## config.mk

```make
export PLATFORM = sky130hd
export DESIGN_NAME = ltx_seq
export DESIGN_NICKNAME = d
export VERILOG_FILES = /design/src/rtl/ltx_pkg.sv /design/src/rtl/ltx_rel_gate.sv /design/src/rtl/ltx_ila_sym.sv /design/src/rtl/ltx_prbs.sv /design/src/rtl/ltx_seq.sv
export SDC_FILE = /design/constraint.sdc
export NUM_CORES = 1
export LEC_CHECK = 0
export CORE_MARGIN = 2
export CORE_UTILIZATION = 30
export DETAILED_ROUTE_END_ITERATION = 7
export PLACE_DENSITY = 0.51
export SLEW_MARGIN = 20
export SYNTH_ARGS = -nofsm -noshare
export SYNTH_HDL_FRONTEND = slang
export SYNTH_SLANG_ARGS = --single-unit
```

## constraint.sdc

```tcl
create_clock -name clk_i -period 4.58 [get_ports clk_i]
set_input_delay 0.458 -clock clk_i [delete_from_list [all_inputs] [get_ports clk_i]]
set_output_delay 0.458 -clock clk_i [all_outputs]
set_load 0.01 [all_outputs]
```

## src/rtl/ltx_pkg.sv

```systemverilog
package ltx_pkg;
  localparam logic [7:0] CH_K28_5 = 8'hBC;
  localparam logic [7:0] CH_K28_0 = 8'h1C;
  localparam logic [7:0] CH_K28_3 = 8'h7C;
  localparam logic [7:0] CH_K28_4 = 8'h9C;
  localparam logic [7:0] CH_D21_5 = 8'hB5;

  typedef enum logic [1:0] {
    ST_CGS  = 2'd0,
    ST_ILA  = 2'd1,
    ST_DATA = 2'd2
  } link_st_e;

  typedef enum logic [2:0] {
    MD_NORM = 3'd0,
    MD_D215 = 3'd1,
    MD_K285 = 3'd2,
    MD_ILA  = 3'd3,
    MD_PRBS = 3'd4
  } tmode_e;

  typedef struct packed {
    logic       k;
    logic [7:0] b;
  } sym_t;
endpackage

```

## src/rtl/ltx_rel_gate.sv

```systemverilog
module ltx_rel_gate #(
  parameter int REL_W = 2
) (
  input  logic             clk_i,
  input  logic             rst_ni,
  input  logic             clear_i,
  input  logic             tick_i,
  input  logic [REL_W-1:0] release_i,
  output logic             fire_o
);
  logic [REL_W-1:0] cnt_q;

  assign fire_o = !clear_i && tick_i && (cnt_q == release_i);

  always_ff @(posedge clk_i or negedge rst_ni) begin
    if (!rst_ni)                              cnt_q <= '0;
    else if (clear_i)                         cnt_q <= '0;
    else if (tick_i && cnt_q != release_i)    cnt_q <= cnt_q + 1'b1;
  end
endmodule

```

## src/rtl/ltx_ila_sym.sv

```systemverilog
module ltx_ila_sym
  import ltx_pkg::*;
#(
  parameter int MF_CHARS = 8,
  parameter int IDX_W    = $clog2(MF_CHARS) + 2
) (
  input  logic [IDX_W-1:0] idx_i,
  output sym_t             sym_o
);
  localparam int               POS_W    = $clog2(MF_CHARS);
  localparam logic [POS_W-1:0] POS_LAST = POS_W'(MF_CHARS - 1);

  logic [POS_W-1:0] pos;
  logic [1:0]       mf;

  assign pos = idx_i[POS_W-1:0];
  assign mf  = idx_i[IDX_W-1:POS_W];

  always_comb begin
    sym_o = '{k: 1'b0, b: 8'(idx_i)};
    if (pos == '0)                       sym_o = '{k: 1'b1, b: CH_K28_0};
    else if (pos == POS_LAST)            sym_o = '{k: 1'b1, b: CH_K28_3};
    else if (mf == 2'd1 && pos == POS_W'(1)) sym_o = '{k: 1'b1, b: CH_K28_4};
  end
endmodule

```

## src/rtl/ltx_prbs.sv

```systemverilog
module ltx_prbs (
  input  logic       clk_i,
  input  logic       rst_ni,
  input  logic       restart_i,
  input  logic       advance_i,
  output logic [7:0] byte_o
);
  localparam logic [6:0] SEED = 7'h7F;

  logic [6:0] lfsr_q, cur, nxt;
  logic       nb;

  always_comb begin
    cur    = restart_i ? SEED : lfsr_q;
    nxt    = cur;
    byte_o = '0;
    nb     = 1'b0;
    for (int b = 0; b < 8; b++) begin
      nb     = nxt[6] ^ nxt[5];
      byte_o = {byte_o[6:0], nb};
      nxt    = {nxt[5:0], nb};
    end
  end

  always_ff @(posedge clk_i or negedge rst_ni) begin
    if (!rst_ni)        lfsr_q <= SEED;
    else if (advance_i) lfsr_q <= nxt;
  end
endmodule

```

## src/rtl/ltx_seq.sv

```systemverilog
module ltx_seq
  import ltx_pkg::*;
#(
  parameter int LANES    = 2,
  parameter int MF_CHARS = 8,
  parameter int REL_W    = 2
) (
  input  logic               clk_i,
  input  logic               rst_ni,
  input  logic               lmfc_tick_i,
  input  logic               sync_ni,
  input  logic               sync_req_i,
  input  logic [2:0]         mode_i,
  input  logic [REL_W-1:0]   release_i,
  input  logic [8*LANES-1:0] data_i,
  output logic [8*LANES-1:0] char_o,
  output logic [LANES-1:0]   k_o
);
  localparam int POS_W    = $clog2(MF_CHARS);
  localparam int ILA_W    = POS_W + 2;
  localparam int ILA_LEN  = 4 * MF_CHARS;
  localparam int PRBS_LEN = 12;
  localparam int PAT_W    = (ILA_W > 4) ? ILA_W : 4;

  link_st_e         st_q;
  logic [ILA_W-1:0] ila_idx_q;
  logic             fire, gate_clr;
  logic [2:0]       mode_q;
  logic             mode_chg;
  logic [PAT_W-1:0] pat_q, pat_eff, pat_lim, pat_nxt;
  sym_t             sym_link, sym_test, com;
  logic [7:0]       prbs_byte;
  logic             use_data;

  assign gate_clr = sync_req_i || !sync_ni || (st_q != ST_CGS);

  ltx_rel_gate #(.REL_W(REL_W)) u_gate (
    .clk_i     (clk_i),
    .rst_ni    (rst_ni),
    .clear_i   (gate_clr),
    .tick_i    (lmfc_tick_i),
    .release_i (release_i),
    .fire_o    (fire)
  );

  always_ff @(posedge clk_i or negedge rst_ni) begin
    if (!rst_ni) begin
      st_q      <= ST_CGS;
      ila_idx_q <= '0;
    end else if (sync_req_i || !sync_ni) begin
      st_q      <= ST_CGS;
      ila_idx_q <= '0;
    end else begin
      case (st_q)
        ST_CGS: if (fire) begin
          st_q      <= ST_ILA;
          ila_idx_q <= '0;
        end
        ST_ILA: begin
          if (ila_idx_q == ILA_W'(ILA_LEN - 1)) st_q <= ST_DATA;
          ila_idx_q <= ila_idx_q + 1'b1;
        end
        default: st_q <= ST_DATA;
      endcase
    end
  end

  // pattern index restarts whenever the mode field changes
  assign mode_chg = (mode_i != mode_q);
  assign pat_eff  = mode_chg ? '0 : pat_q;
  assign pat_lim  = (mode_i == MD_ILA) ? PAT_W'(ILA_LEN - 1) : PAT_W'(PRBS_LEN - 1);
  assign pat_nxt  = (pat_eff >= pat_lim) ? '0 : pat_eff + 1'b1;

  always_ff @(posedge clk_i or negedge rst_ni) begin
    if (!rst_ni) begin
      mode_q <= 3'd0;
      pat_q  <= '0;
    end else begin
      mode_q <= mode_i;
      pat_q  <= pat_nxt;
    end
  end

  ltx_ila_sym #(.MF_CHARS(MF_CHARS), .IDX_W(ILA_W)) u_ila_link (
    .idx_i (ila_idx_q),
    .sym_o (sym_link)
  );

  ltx_ila_sym #(.MF_CHARS(MF_CHARS), .IDX_W(ILA_W)) u_ila_test (
    .idx_i (pat_eff[ILA_W-1:0]),
    .sym_o (sym_test)
  );

  ltx_prbs u_prbs (
    .clk_i     (clk_i),
    .rst_ni    (rst_ni),
    .restart_i (pat_eff == '0),
    .advance_i (mode_i == MD_PRBS),
    .byte_o    (prbs_byte)
  );

  always_comb begin
    use_data = 1'b0;
    com      = '{k: 1'b1, b: CH_K28_5};
    if (!sync_req_i) begin
      case (mode_i)
        MD_D215: com = '{k: 1'b0, b: CH_D21_5};
        MD_K285: com = '{k: 1'b1, b: CH_K28_5};
        MD_ILA:  com = sym_test;
        MD_PRBS: com = '{k: 1'b0, b: prbs_byte};
        default: begin
          case (st_q)
            ST_ILA:  com = sym_link;
            ST_DATA: use_data = 1'b1;
            default: com = '{k: 1'b1, b: CH_K28_5};
          endcase
        end
      endcase
    end
  end

  for (genvar g = 0; g < LANES; g++) begin : g_lane
    assign char_o[8*g +: 8] = use_data ? data_i[8*g +: 8] : com.b;
    assign k_o[g]           = use_data ? 1'b0 : com.k;
  end
endmodule

```

==> metrics.cfg <==
[synth]
ys.flop_type = dfrtp_1
yosysWarnings = 0
synth_top_area_frac = 0.2088
synth_area_leaders = dfrtp_1 21%, dfstp_2 9.0%, ha_1 6.8%, nand2_1 5.9%, nand3_1 4.4%
synth_cells = 226
ys_ff_latch = 24
ys_seq_area_frac = 0.2991
synthArstFlopShare = 1.000
synth_top_cell_by_area = dfrtp_1
ys_types = 60
synth_edf_count = 0
syn_area_um2 = 2037
syn_avg_cell_area_um2 = 9.013
syn-num-nets = 263

[sta]
setup-violations-final = 0
worst_pin_slew_ns = 0.7360
min_period_ns = 4.115
whs_ns = 0.4852
rsz0062_at_grt = no
clock-skew-final_ns = 0.001828
relSlewSlack = 0.4967
slew_viol_final = 0
hold_violations = 0
tns_ns = 0
timing.final.crit_share = 0.8986
fmax_mhz = 243.0

[clock_tree]
path_clk_slew_ns = 0.10
cts_hold_buf = 0
clk_latency_ns = 0.28
post_cts_resize_count = 0
post_cts_buffers = 0
clock_path_buffers = 2
cts_tree = done
cts_max_level = 1
cts_root_buffer = clkbuf_8
cts_sinks = 24
cts_buffers = 3

[cells_and_area]
final_common_cell = clkdlybuf4s50_1
layout-drive-gt1-share = 0.1062
nNetsFinal = 311
insertedDiodeCount = 0
layout_common_cells = 43 x clkdlybuf4s50_1, 32 x nand2_1, 18 x nand3_1
syn_to_final_growth_pct = 29.73

[critical_path]
cp_num_buf_inv = 3
critPathMaxFanout = 9
crit_chain = clkdlybuf4s50_1 -> xor2_4 -> nor3_2 -> and2_1 -> ha_1 -> ha_1 -> buf_4 -> and3_1 -> a221oi_1 -> a2bb2oi_1 -> clkdlybuf4s50_1
r2r_start = mode_q[0]$_DFF_PN0_
crit_path_top_delay_cell = clkdlybuf4s50_1
critPathMaxStageDelay_ns = 0.71
crit_required_ns = 4.12
criticalPathCategory = in2out
endpoint_kind = primary output
crit_family = buffers and inverters
cp_data_arrival_time_ns = 3.66
critPathLaunch = mode_i[2]
r2r_slack_ns = 2.39
start_kind = primary input

[global_route]
track_usage = 0.1577
grt_pass1_vias = 1864
gr-total-overflow = 0
antenna_found_initial = 0
grt_max_degree = 25
grt_pass1_wl_um = 9363

[pwr]
pwr_density_cell_nw_per_um2 = 218.6
power_switching_w = 0.0001642
seqPwrFrac = 0.403
total_power_w = 0.0005777
ir_drop_uv = 102.7
clkPwrFrac = 0.340
p_int_w = 0.0004135
p_comb_frac = 0.257
switching_share = 0.2843
p_leak_nw = 1.098

[hold_path]
worst_hold_path_type = reg2reg
hp-start = u_prbs.lfsr_q[2]$_DFFE_PN1P_

[routing]
first_pass_iters = 4
drc = 0
routed_wl_um = 5620
drt-initial-drc-count = 76
wl_per_cell_um = 15.92
ant_nets = 0
routed-via-count = 1887
routed_via_density = 5.346

[status]
status = completed

[floorplan]
ios = 44
die-height_um = 86.40
die_w_um = 86.40
die_area_um2 = 7465
start_util = 0.3049
coreArea_um2 = 6681
rows = 30

[flow_run]
max_cap_violations = 0

[placement]
portBuffers = 43
dp_hpwl_um = 4300
routabilityCongestion = 0.7771

==> per-layer routing <==
layer / up-vias / GRT usage / routed length (um)
met4: 0 / 0.03977 / 61
met1: 894 / 0.2205 / 2826
met5: - / 0 / 0
met3: 6 / 0.02000 / 166
li1: 946 / - / -
met2: 41 / 0.2580 / 2565
==> final cells by class <==
| cell class | count | area, um^2 |
|---|---|---|
| inverters | 12 | 45.04 |
| repair buffers | 50 | 483.0 |
| clock buffers | 3 | 41.29 |
| clock inverters | 1 | 30.03 |
| multi-input cells | 183 | 1334 |
| well taps | 80 | 100.1 |
| fillers | 699 | 4039 |
| flip-flops and latches | 24 | 609.3 |
==> flip-flops by register name, summed over array words and instances, names as in the netlist <==
name and count:
u_gate.cnt_q 2, st_q 2, mode_q 3, u_prbs.lfsr_q 7, ila_idx_q 5, pat_q 5
==> stage by stage <==
step / cell area, um^2 / instances / utilization / setup WS [ns]
detailed placement: 2571 / 349 / 0.3848 / 0.4553
global route: 2643 / 353 / 0.3955 / 0.1822
global placement: 2571 / 349 / 0.3848 / 0.5000
finish: 2643 / 353 / 0.3955 / 0.4646
CTS: 2643 / 353 / 0.3955 / 0.4473
floorplan: 2037 / 226 / - / 1.526
==> power groups by stage <==
stage                     sequential (W)  clock [W]  combinational, W
after floorplan                 0.000234          0         0.0000804
after global placement          0.000236          0          0.000149
after detailed placement        0.000237          0          0.000149
after CTS                       0.000233   0.000203          0.000150
after global routing            0.000234   0.000210          0.000163
final                           0.000233   0.000196          0.000149
==> tightest hold or removal path: stages (launching register included) <==
cell	delay, ns
dfstp_2	0.40
nand2_1	0.05
nand2_1	0.05
==> final timing paths <==
kind / endpoint / cells past startpoint
max: char_o[13] / 11
min: u_prbs.lfsr_q[2]$_DFFE_PN1P_ / 2
max reg2reg: u_prbs.lfsr_q[0]$_DFFE_PN1P_ / 9
min reg2reg: u_prbs.lfsr_q[2]$_DFFE_PN1P_ / 2
max in group asynchronous: u_prbs.lfsr_q[1]$_DFFE_PN1P_ / 2
min in group asynchronous: mode_q[1]$_DFF_PN0_ / 2
==> cell usage after synthesis (2+ instances only) <==
| master | n |
|---|---|
| and4_1 | 2 |
| ha_1 | 11 |
| xor2_1 | 7 |
| a221oi_1 | 4 |
| inv_1 | 12 |
| dfrtp_1 | 17 |
| or3_1 | 2 |
| nor3b_1 | 3 |
| o41ai_1 | 3 |
| nand4_1 | 4 |
| a31oi_1 | 3 |
| a22o_1 | 4 |
| buf_6 | 2 |
| o21ai_0 | 2 |
| nor2_1 | 4 |
| a211oi_1 | 5 |
| a22oi_1 | 6 |
| a21o_1 | 5 |
| dfstp_2 | 7 |
| xnor2_1 | 10 |
| buf_2 | 3 |
| and2_1 | 2 |
| a2bb2oi_1 | 4 |
| nand2b_1 | 4 |
| and3_1 | 3 |
| a21oi_1 | 9 |
| nand3_1 | 18 |
| nor2b_1 | 5 |
| xor2_2 | 2 |
| nand2_1 | 32 |
| nor4_1 | 2 |
==> cell families after synthesis <==
family                   synth area share
adder cells (fa/ha/maj)           0.06757
flip-flops                         0.2991
AND/OR/NAND/NOR                    0.2297
buffers and inverters             0.04606
AO/OA/AOI/OAI                      0.2445
XOR/XNOR                           0.1026
multiplexers                      0.01044
No activity file was read; power rests on OpenSTA's default activity.
